<file path="src/rtl/lutram_pkg.sv">
package lutram_pkg;

  // Geometry of one lookup-table cell: address width fixes the depth.
  localparam int LUT_ADDR_W = 4;
  localparam int LUT_DEPTH  = 1 << LUT_ADDR_W;

  typedef logic [LUT_DEPTH-1:0]  cells_t;
  typedef logic [LUT_ADDR_W-1:0] addr_t;

  // Selects one cell of a lane by address.
  function automatic logic cell_read(input cells_t cells, input addr_t addr);
    return cells[addr];
  endfunction

  // Number of register stages a read passes through.
  function automatic int read_latency(input bit registered);
    return registered ? 1 : 0;
  endfunction

endpackage

</file>
<file path="src/rtl/lutram_bit.sv">
module lutram_bit
  import lutram_pkg::*;
(
  input  logic  clk,
  input  logic  rst,
  input  logic  we,
  input  addr_t wa,
  input  logic  d,
  input  addr_t ra,
  output logic  qa,
  output logic  qb
);

  cells_t cells;
  logic   wr_fire;

  assign wr_fire = we;

  always_ff @(posedge clk) begin
    if (wr_fire) begin
      cells[wa] <= d;
    end
  end

  assign qa = cell_read(cells, wa);
  assign qb = cell_read(cells, ra);

  // a write edge deposits the presented bit at the presented address
  assert_write_lands_R2: assert property (@(posedge clk) disable iff (rst)
    wr_fire |=> (cells[$past(wa)] == $past(d)));

  // an edge without enable keeps the whole lane
  assert_hold_without_enable_R2: assert property (@(posedge clk) disable iff (rst)
    !wr_fire |=> $stable(cells));

  // both read muxes agree when pointed at the same cell
  assert_ports_agree_R4: assert property (@(posedge clk) disable iff (rst)
    (wa == ra) |-> (qa == qb));

endmodule

</file>
<file path="src/rtl/lutram_rdreg.sv">
module lutram_rdreg #(
  parameter int W = 4
) (
  input  logic         clk,
  input  logic         rst,
  input  logic [W-1:0] d,
  output logic [W-1:0] q
);

  always_ff @(posedge clk) begin
    if (rst) begin
      q <= '0;
    end else begin
      q <= d;
    end
  end

  // a reset edge leaves the read output at zero
  assert_reset_clears_R7: assert property (@(posedge clk)
    rst |=> (q == '0));

  // the output is the read data sampled one edge earlier
  assert_one_cycle_R6: assert property (@(posedge clk) disable iff (rst)
    !rst |=> (q == $past(d)));

endmodule

</file>
<file path="src/rtl/lutram_dp.sv">
module lutram_dp
  import lutram_pkg::*;
#(
  parameter int DATA_W   = 4,
  parameter bit READ_REG = 1'b0
) (
  input  logic                  clk,
  input  logic                  rst,
  input  logic                  wr_en,
  input  logic [LUT_ADDR_W-1:0] wr_addr,
  input  logic [DATA_W-1:0]     wr_data,
  input  logic [LUT_ADDR_W-1:0] rd_addr,
  output logic [DATA_W-1:0]     wr_port_q,
  output logic [DATA_W-1:0]     rd_port_q
);

  localparam int LATENCY = read_latency(READ_REG);

  logic [DATA_W-1:0] raw_a;
  logic [DATA_W-1:0] raw_b;

  for (genvar g = 0; g < DATA_W; g++) begin : g_lane
    lutram_bit u_bit (
      .clk (clk),
      .rst (rst),
      .we  (wr_en),
      .wa  (wr_addr),
      .d   (wr_data[g]),
      .ra  (rd_addr),
      .qa  (raw_a[g]),
      .qb  (raw_b[g])
    );
  end

  if (LATENCY == 1) begin : g_sync
    lutram_rdreg #(.W(DATA_W)) u_reg_a (
      .clk (clk),
      .rst (rst),
      .d   (raw_a),
      .q   (wr_port_q)
    );
    lutram_rdreg #(.W(DATA_W)) u_reg_b (
      .clk (clk),
      .rst (rst),
      .d   (raw_b),
      .q   (rd_port_q)
    );
  end else begin : g_async
    assign wr_port_q = raw_a;
    assign rd_port_q = raw_b;

    // a held address shows the written word right after the write edge
    assert_old_then_new_R5: assert property (@(posedge clk) disable iff (rst)
      wr_en |=> (($past(wr_addr) != wr_addr) || (wr_port_q == $past(wr_data))));

    // every lane of the read-only port takes its own data bit
    assert_lane_written_R8: assert property (@(posedge clk) disable iff (rst)
      wr_en |=> (($past(wr_addr) != rd_addr) || (rd_port_q == $past(wr_data))));
  end

endmodule

</file>
<file path="config.mk">
export PLATFORM = sky130hd
export DESIGN_NAME = lutram_dp
export DESIGN_NICKNAME = d
export VERILOG_FILES = /design/src/rtl/lutram_pkg.sv /design/src/rtl/lutram_bit.sv /design/src/rtl/lutram_rdreg.sv /design/src/rtl/lutram_dp.sv
export SDC_FILE = /design/constraint.sdc
export NUM_CORES = 1
export LEC_CHECK = 0
export ABC_AREA = 1
export BUFFER_PORTS_ARGS = -buffer_cell sky130_fd_sc_hd__clkbuf_2
export CAP_MARGIN = 10
export CORE_ASPECT_RATIO = 0.75
export CORE_MARGIN = 2
export CORE_UTILIZATION = 43
export DETAILED_ROUTE_END_ITERATION = 12
export MAX_ROUTING_LAYER = met4
export SLEW_MARGIN = 5
export SYNTH_ARGS = -nofsm -noshare
export SYNTH_HDL_FRONTEND = slang
export SYNTH_SLANG_ARGS = --single-unit
export TNS_END_PERCENT = 30
</file>
<file path="constraint.sdc">
create_clock -name clk -period 1.6 [get_ports clk]
set_input_delay 0.16 -clock clk [delete_from_list [all_inputs] [get_ports clk]]
set_output_delay 0.16 -clock clk [all_outputs]
set_load 0.02 [all_outputs]
</file>
-- Word-level counts from Yosys, hierarchy flattened
Index checks and enable logic that the tools add are counted.
- bits in registers: 64
- input bits: 15
- magnitude comparators: 3
- mux-type cells: 22
- reductions and logical operators: 1
- operators with widths (operator ; count):
    bitwise mux 16 bit ; 4
    binary-select mux 1 bit (select 4 bit) ; 8
    < comparator 4 x 5 -> 1 bit (second input constant) ; 2
    2-to-1 mux 1 bit ; 9
    demux 1 bit (select 4 bit) ; 1
    greater-or-equal comparator 4 x 1 -> 1 bit (second input constant) ; 1
    logical AND 1 bit ; 1

-- Logic depth before layout (Yosys ltp)
Gate-level depths: netlist (run 1).
- depth in word-level cells: 5
- mapped depth: 12
- depth with buffers taken out: 9

-- Modules after synthesis
Synthesis (run 1) repeated with hierarchy kept, for this count alone.
- cells, all modules: 576
- area, all modules: 3983.8 um2
- modules (own cells, without submodules) (module ; instances ; cells each ; area an instance (um2) ; seq. area each (um2)):
    lutram_bit ; 4 ; 144 ; 996.0 ; 480.5

-- Worst setup path before layout (run 1)
No wires, ideal clock.
- path type: input to register
- from: in wr_addr[1]
- to: reg g_lane[0].u_bit.cells[5], enable pin
- data arrival time: 894 ps
- setup slack: 377 ps
- stages on the path: 5
- path through: buf_6 inv_2 buf_4 nand3_1 nor2_1
- RTL lines (what ; line ; source):
    start: declaration ; lutram_dp.sv:10 ; input logic [LUT_ADDR_W-1:0] wr_addr,
    end signal: indexed assignment ; lutram_bit.sv:21 ; cells[wa] <= d;
    end: declaration ; lutram_bit.sv:14 ; cells_t cells;

-- Worst setup path after layout (run 1)
- from: reg g_lane[2].u_bit.cells[6]
- to: out rd_port_q[2]
- word-level cells in the longest chain between the ends: 2
- RTL lines (what ; line ; source):
    start: declaration ; lutram_bit.sv:14 ;
    start signal: indexed assignment ; lutram_bit.sv:21 ;
    binary-select mux 1 bit (select 4 bit) ; lutram_pkg.sv:12 ; return cells[addr];
    2-to-1 mux 1 bit (not written as such) ; lutram_pkg.sv:12 ;
    end: declaration ; lutram_dp.sv:14 ; output logic [DATA_W-1:0] rd_port_q
Every way passes these cells. The select of a mux whose other input is x is not followed.

==> reports/qor.yml, run 1 <==
clock_network:
  clkSinkCount: 64
  cts_tree: "done"
  path_clk_slew_ns: 0.05
  clockBufferDepth: 2
  cts_resized: 0
  hold_buffers: 0
  cts-root-buf: "clkbuf_16"
  cts_buffers: 9
  htree_levels: 3
  post_cts_buffers: 0
timing:
  max-slew-margin-rel_pct: 73.12
  rsz0062_at_grt: "yes"
  tightest_slew_ns: 0.4018
  finalSetupViolCount: 0
  period_needed_ns: 1.570
  drv_slew: 0
  fin_ws_ns: 0.03007
  tns_ns: 0
  hold_viol_final: 0
  period_share_pct: 98.12
  fmax_mhz: 637.0
logic_synthesis:
  synth_top_area_share_pct: 51.03
  synth_nets: 504
  ys_ff_latch: 64
  syn_area_mm2: 0.003766
  synth_area_per_cell_um2: 7.702
  ys_types: 13
  yosysTopAreaCell: "edfxtp_1"
  synthTopCellsByArea: "edfxtp_1 (51%), nand2_1 (24%), nand3_1 (6.9%)"
  yosysSeqAreaShare_pct: 51.03
  synth_cells: 489
  yosysWarnings: 0
floorplanning:
  die_area_mm2: 0.009531
  rows: 29
  initial_core_util_pct: 44.36
  core_area_mm2: 0.008491
  die_w_um: 112.1
  ioPinCount: 23
  die_h_um: 85.05
critical_path:
  path_buf_inv: 2
  worstSetupEndpointType: "output port"
  crit_path_cell_trace: "inv_1, nand2_1, nand3_2, nand3_1, nand3_1, nand2_1, buf_4"
  crit_type: "register to output port"
  cpPeakStageDelay_ns: 0.40
  cp_top_family: "simple AND/OR/NAND/NOR gates"
  cp.required_ns: 1.44
  arrival_ns: 1.41
  startpoint_type: "register"
  slowest_stage: "edfxtp_1"
  cp_max_fo: 2
power_and_ir_drop:
  combPwrFrac_pct: 12.5
  p_leak_nw: 2.128
  internal_power_w: 0.003240
  swShare_pct: 23.94
  powerDensity_mw_per_mm2: 985.7
  ir_worst_vdd_mv: 0.5238
  p_clk_share_pct: 42.8
  p_sw_w: 0.001020
  pwr-share-seq_pct: 44.6
layout:
  final_net_count: 528
  reg_top3: "g_lane.u_bit.cells x64"
  n_antenna_cell: 0
  drive_gt1_share_pct: 19.15
  largest_reg_flops: 64
  area_delta_synth_final_pct: 14.75
  largest_register: "g_lane.u_bit.cells"
worst_hold_path:
  hp-class: "primary input to register"
  whs_endpoint: "g_lane[0].u_bit.cells[6]"
  worstHoldPathCells: 1
  hp-start: "wr_data[0]"
grt:
  antenna_found_initial: 0
  grt_pass1_wl_um: 15540
  grt_max_degree: 27
  grt_pass1_vias: 2893
  grt_usage_pct: 22.28
  grt.overflow.total: 0
routing:
  vias_per_cell: 5.026
  dr.pass1.iters: 5
  wirelength_um: 9952
  wl_per_cell_um: 15.92
  detail-route-antenna-nets: 0
  num_vias: 3141
  drc: 0
  detailedRoute.firstIterationViolations: 264
place:
  dp_slack_ns: 0.09005
  dp.final_hpwl_um: 7118
  gp_congestion: 0.9810
  io_buffers: 21
outcome:
  status: "finished clean"
job:
  drv_cap: 0
area by class of cell:
class                      count  area [um^2]
multi-input combinational    328         1416
clock buffer                  10        229.0
clock inverter                 5        48.80
tap                          108        135.1
inverter                      68        262.8
sequential                    64         1922
timing repair buffer          42        307.8
fill                         819         4169
cell families (layout without fill, tap and decap cells):
family                 count (synthesis)  after routing  synth area share [%]
AND/OR/NAND/NOR                      328            328                 35.75
buffers and inverters                 97            125                 13.22
flip-flops                            64             64                 51.03
layer usage:
layer / vias to the layer above / wire [um] / track usage, %
met1: 1438 / 4687 / 32.34
li1: 1540 / - / -
met5: - / 0 / -
met4: 0 / 197 / 7.982
met2: 142 / 4198 / 30.80
met3: 21 / 869 / 4.857
power by group through the flow:
stage	registers (W)	clock network (W)	logic, W
final	0.00190	0.00182	0.000534
after global routing	0.00190	0.00193	0.000583
after CTS	0.00190	0.00185	0.000499
after detailed placement	0.00193	0	0.000497
after global placement	0.00193	0	0.000495
after floorplan	0.00193	0	0.000360
how the worst max path moves through the flow:
stage | slack [ns] | start | depth (start not counted) | end
after floorplan | 0.38 | wr_addr[1] | 5 | g_lane[0].u_bit.cells[5]
after global routing | -0.03 | g_lane[2].u_bit.cells[13] | 7 | rd_port_q[2]
final | 0.03 | g_lane[2].u_bit.cells[6] | 7 | rd_port_q[2]
after detailed placement | 0.09 | wr_addr[0] | 4 | g_lane[3].u_bit.cells[9]
after global placement | 0.11 | wr_addr[0] | 4 | g_lane[3].u_bit.cells[9]
after CTS | 0.03 | g_lane[2].u_bit.cells[6] | 7 | rd_port_q[2]
stage by stage:
step	hold slack [ns]	util (%)	power, W	std cells	area, um^2
global route	0.3647	50.90	0.004420	625	4322
floorplan	0.2589	-	0.002289	489	3766
finish	0.3511	50.90	0.004260	625	4322
detailed placement	0.6877	46.57	0.002431	610	3954
CTS	0.3439	49.84	0.004250	625	4232
global placement	0.6877	46.57	0.002428	610	3954
cell usage after synthesis (all sizes together):
master / instances
buf: 28
clkbuf: 1
edfxtp: 64
inv: 68
nand2: 257
nand3: 52
nor2: 19
layout by cell type, fill, tap and decap left out:
master,instances
buf_6,2
buf_12,2
bufinv_16,1
buf_2,1
buf_4,22
nand3_2,8
inv_2,3
nand3_1,44
nand2_1,225
nand2_2,32
inv_1,64
clkbuf_2,15
clkinv_1,1
clkbuf_16,9
edfxtp_1,64
clkbuf_1,1
clkinv_2,3
inv_8,1
nor2_1,19
No activity file was read; power rests on OpenSTA's default activity.
==> run 2, diff against run 1 <==
--- a/config.mk
+++ b/config.mk
@@ -16,5 +16,6 @@
 export SLEW_MARGIN = 5
 export SYNTH_ARGS = -nofsm -noshare
 export SYNTH_HDL_FRONTEND = slang
+export SYNTH_HIERARCHICAL = 1
 export SYNTH_SLANG_ARGS = --single-unit
 export TNS_END_PERCENT = 30
==> constraint.sdc (replaced) <==
create_clock -name clk -period 1.8 [get_ports clk]
set_input_delay 0.18 -clock clk [delete_from_list [all_inputs] [get_ports clk]]
set_output_delay 0.18 -clock clk [all_outputs]
set_load 0.02 [all_outputs]
==> run 2 against run 1 <==
Effect of this change:
- wire length fell by 4.2%
- sequential power fell by 11%
- non-clock buffer count fell by 11
- highest routed layer unchanged
- cell area rose by 4.2%
- flip-flop and latch count did not move
==> reports/qor.yml, run 2 <==
grt:
  grt_pass1_wl_um: 16190  # was 15540 um
  grt_max_degree: 37  # was 27
  grt.overflow.total: 0  # unchanged
  grt_pass1_vias: 3393  # was 2893
  antenna_found_initial: 0  # unchanged
  grt_usage_pct: 21.51  # was 22.28%
logic_synthesis:
  synth_edf_count: 64  # unchanged
  yosysTopAreaCell: "edfxtp_1"  # unchanged
  synth_most_common_cell: "nand2_1"  # unchanged
  synth_area_per_cell_um2: 6.916  # was 7.702 um^2
  synth_flop_cell: "edfxtp_1"  # unchanged
  synth_nets: 591  # was 504
  ys_types: 7  # was 13
  yosysWarnings: 6  # was 0
  synth_top_area_share_pct: 48.24  # was 51.03%
  synthTopCellsByCount: "nand2_1 (260), inv_1 (96), nor2_1 (76), edfxtp_1 (64), nand3_1 (64)"  # was nand2_1 (237), edfxtp_1 (64), inv_1 (64), nand3_1 (52), nand2_2 (20)
  synthTopCellsByArea: "edfxtp_1 (48%), nand2_1 (24%), inv_1 (9.0%)"  # was edfxtp_1 (51%), nand2_1 (24%), nand3_1 (6.9%)
  synth_cells: 576  # was 489
  yosysSeqAreaShare_pct: 48.24  # was 51.03%
  ys_ff_latch: 64  # unchanged
  syn_area_mm2: 0.003984  # was 0.003766 mm^2
  async_flop_share_pct: 0  # unchanged
routing:
  drc: 0  # unchanged
  num_vias: 3540  # was 3141
  wirelength_um: 9537  # was 9952 um
  detail-route-antenna-nets: 0  # unchanged
  vias_per_cell: 4.876  # was 5.026
  detailedRoute.firstIterationViolations: 195  # was 264
  wl_per_cell_um: 13.14  # was 15.92 um
  dr.pass1.iters: 5  # unchanged
place:
  gp_congestion: 0.8295  # was 0.9810
  dp.final_hpwl_um: 6513  # was 7118 um
  dp_slack_ns: 0.1950  # was 0.09005 ns
  place_area_mm2: 0.004227  # was 0.003954 mm^2
  io_buffers: 21  # unchanged
critical_path:
  cp_max_fo: 15  # was 2
  path_depth: 11  # was 7
  startpoint_type: "primary input"  # was register
  crit_type: "primary input to output port"  # was register to output port
  arrival_ns: 1.44  # was 1.41 ns
  crit_start: "wr_addr[0]"  # was g_lane[2].u_bit.cells[6]
  slowest_stage: "clkbuf_2"  # was edfxtp_1
  cp_common_cell: "nand2_1"
  path_buf_inv: 4  # was 2
  cpPeakStageDelay_ns: 0.37  # was 0.40 ns
  crit_end: "wr_port_q[0]"  # was rd_port_q[2]
  worstSetupEndpointType: "output port"  # unchanged
  cp.required_ns: 1.62  # was 1.44 ns
  cp_top_family: "buffers and inverters"  # was simple AND/OR/NAND/NOR gates
  crit_path_cell_trace: "clkbuf_2, buf_4, nand2_1, nand2_1, nand2_1, nand2_1, nand2_1, nand2_1, inv_1, nand2_1, clkbuf_2"  # was inv_1, nand2_1, nand3_2, nand3_1, nand3_1, nand2_1, buf_4
floorplanning:
  die_area_mm2: 0.01006  # was 0.009531 mm^2
  rows: 30  # was 29
  die_h_um: 87.36  # was 85.05 um
  ioPinCount: 23  # unchanged
  core_area_mm2: 0.009009  # was 0.008491 mm^2
  initial_core_util_pct: 44.22  # was 44.36%
  die_w_um: 115.1  # was 112.1 um
layout:
  largest_register: "g_lane.u_bit/cells"  # was g_lane.u_bit.cells
  largest_reg_flops: 64  # unchanged
  fillCellCount: 927  # was 819
  reg_top3: "g_lane.u_bit/cells x64"  # was g_lane.u_bit.cells x64
  fin_area_mm2: 0.004504  # was 0.004322 mm^2
  n_antenna_cell: 0  # unchanged
  area_delta_synth_final_pct: 13.07  # was 14.75%
  final_util_pct: 50.00  # was 50.90%
  drive_gt1_share_pct: 8.469  # was 19.15%
  layout_commonest_cell: "nand2_1"  # unchanged
  final_cell_mix: "nand2_1 (260), inv_1 (96), nor2_1 (76)"  # was nand2_1 (225), inv_1 (64), edfxtp_1 (64)
  final_net_count: 625  # was 528
timing:
  fin_ws_ns: 0.1819  # was 0.03007 ns
  drv_slew: 0  # unchanged
  fmax_mhz: 618.0
  max-slew-margin-rel_pct: 67.18  # was 73.12%
  period_needed_ns: 1.618
  rsz0062_at_grt: "no"  # was yes
  tns_ns: 0  # unchanged
  hold_viol_final: 0  # unchanged
  finalSetupViolCount: 0  # unchanged
  tightest_slew_ns: 0.4922  # was 0.4018 ns
  period_share_pct: 89.89
clock_network:
  cts_resized: 0  # unchanged
  hold_buffers: 0  # unchanged
  cts-root-buf: "clkbuf_16"  # unchanged
  cts_tree: "done"  # unchanged
  clkSinkCount: 64  # unchanged
  path_clk_slew_ns: 0.05  # about the same
  htree_levels: 3  # unchanged
  post_cts_buffers: 0  # unchanged
  cts_buffers: 9  # unchanged
  clockBufferDepth: 2  # unchanged
power_and_ir_drop:
  ir_worst_vdd_mv: 0.4390  # was 0.5238 mV
  finalPower_w: 0.003805  # was 0.004260 W
  powerDensity_mw_per_mm2: 844.6  # was 985.7 mW/mm^2
  p_leak_nw: 2.305  # was 2.128 nW
worst_hold_path:
  hp-class: "primary input to register"  # unchanged
  worstHoldPathCells: 1  # unchanged
job:
  drv_cap: 0  # unchanged
outcome:
  status: "finished clean"  # unchanged
-- run 2: worst min-delay path by stage --
stage               startpoint                        end  slack (ns)
floorplan           wr_data[0]   g_lane[0].u_bit/cells[0]        0.28
global placement    wr_data[1]   g_lane[1].u_bit/cells[6]        0.61
detailed placement  wr_data[1]   g_lane[1].u_bit/cells[7]        0.62
CTS                 wr_data[1]   g_lane[1].u_bit/cells[6]        0.27
global route        wr_data[1]   g_lane[1].u_bit/cells[6]        0.31
finish              wr_data[2]  g_lane[2].u_bit/cells[13]        0.28
-- run 2: cell families (layout without fill, tap and decap cells) --
kind of cell | after synthesis | in the layout | share of synthesized area (%)
AND/OR/NAND/NOR | 400 | 400 | 39.70
buffers and inverters | 112 | 150 | 12.06
flip-flops | 64 | 64 | 48.24
-- run 2: routing by layer --
layer,GRT usage (%),up-vias,part of all wire (%),wire length (um)
met5,-,-,0,0
met4,6.900,0,1.6,152
met3,3.479,13,4.4,422
met2,34.17,75,45,4338
met1,28.40,1621,48,4623
li1,-,1831,-,-
-- run 2: power breakdown --
part	leakage [nW]	internal (W)	total [W]	switching [W]
combinational	1.59	0.000137	0.000473	0.000336
sequential	0.578	0.00167	0.00169	0.0000126
clock	0.140	0.00105	0.00165	0.000595
-- run 2: area by class of cell --
type / instances / area, um^2 / share of cell area (%)
multi-input combinational: 400 / 1582 / 35.11
clock inverter: 5 / 48.80 / 1.083
timing repair buffer: 31 / 192.7 / 4.278
sequential: 64 / 1922 / 42.67
clock buffer: 10 / 229.0 / 5.083
inverter: 104 / 390.4 / 8.667
tap: 112 / 140.1 / 3.111
-- run 2: metrics by stage --
stage,cells,hold slack (ns)
after detailed placement,711,0.6153
final,726,0.2802
after CTS,726,0.2720
after global placement,711,0.6055
after floorplan,576,0.2789
after global routing,726,0.3146
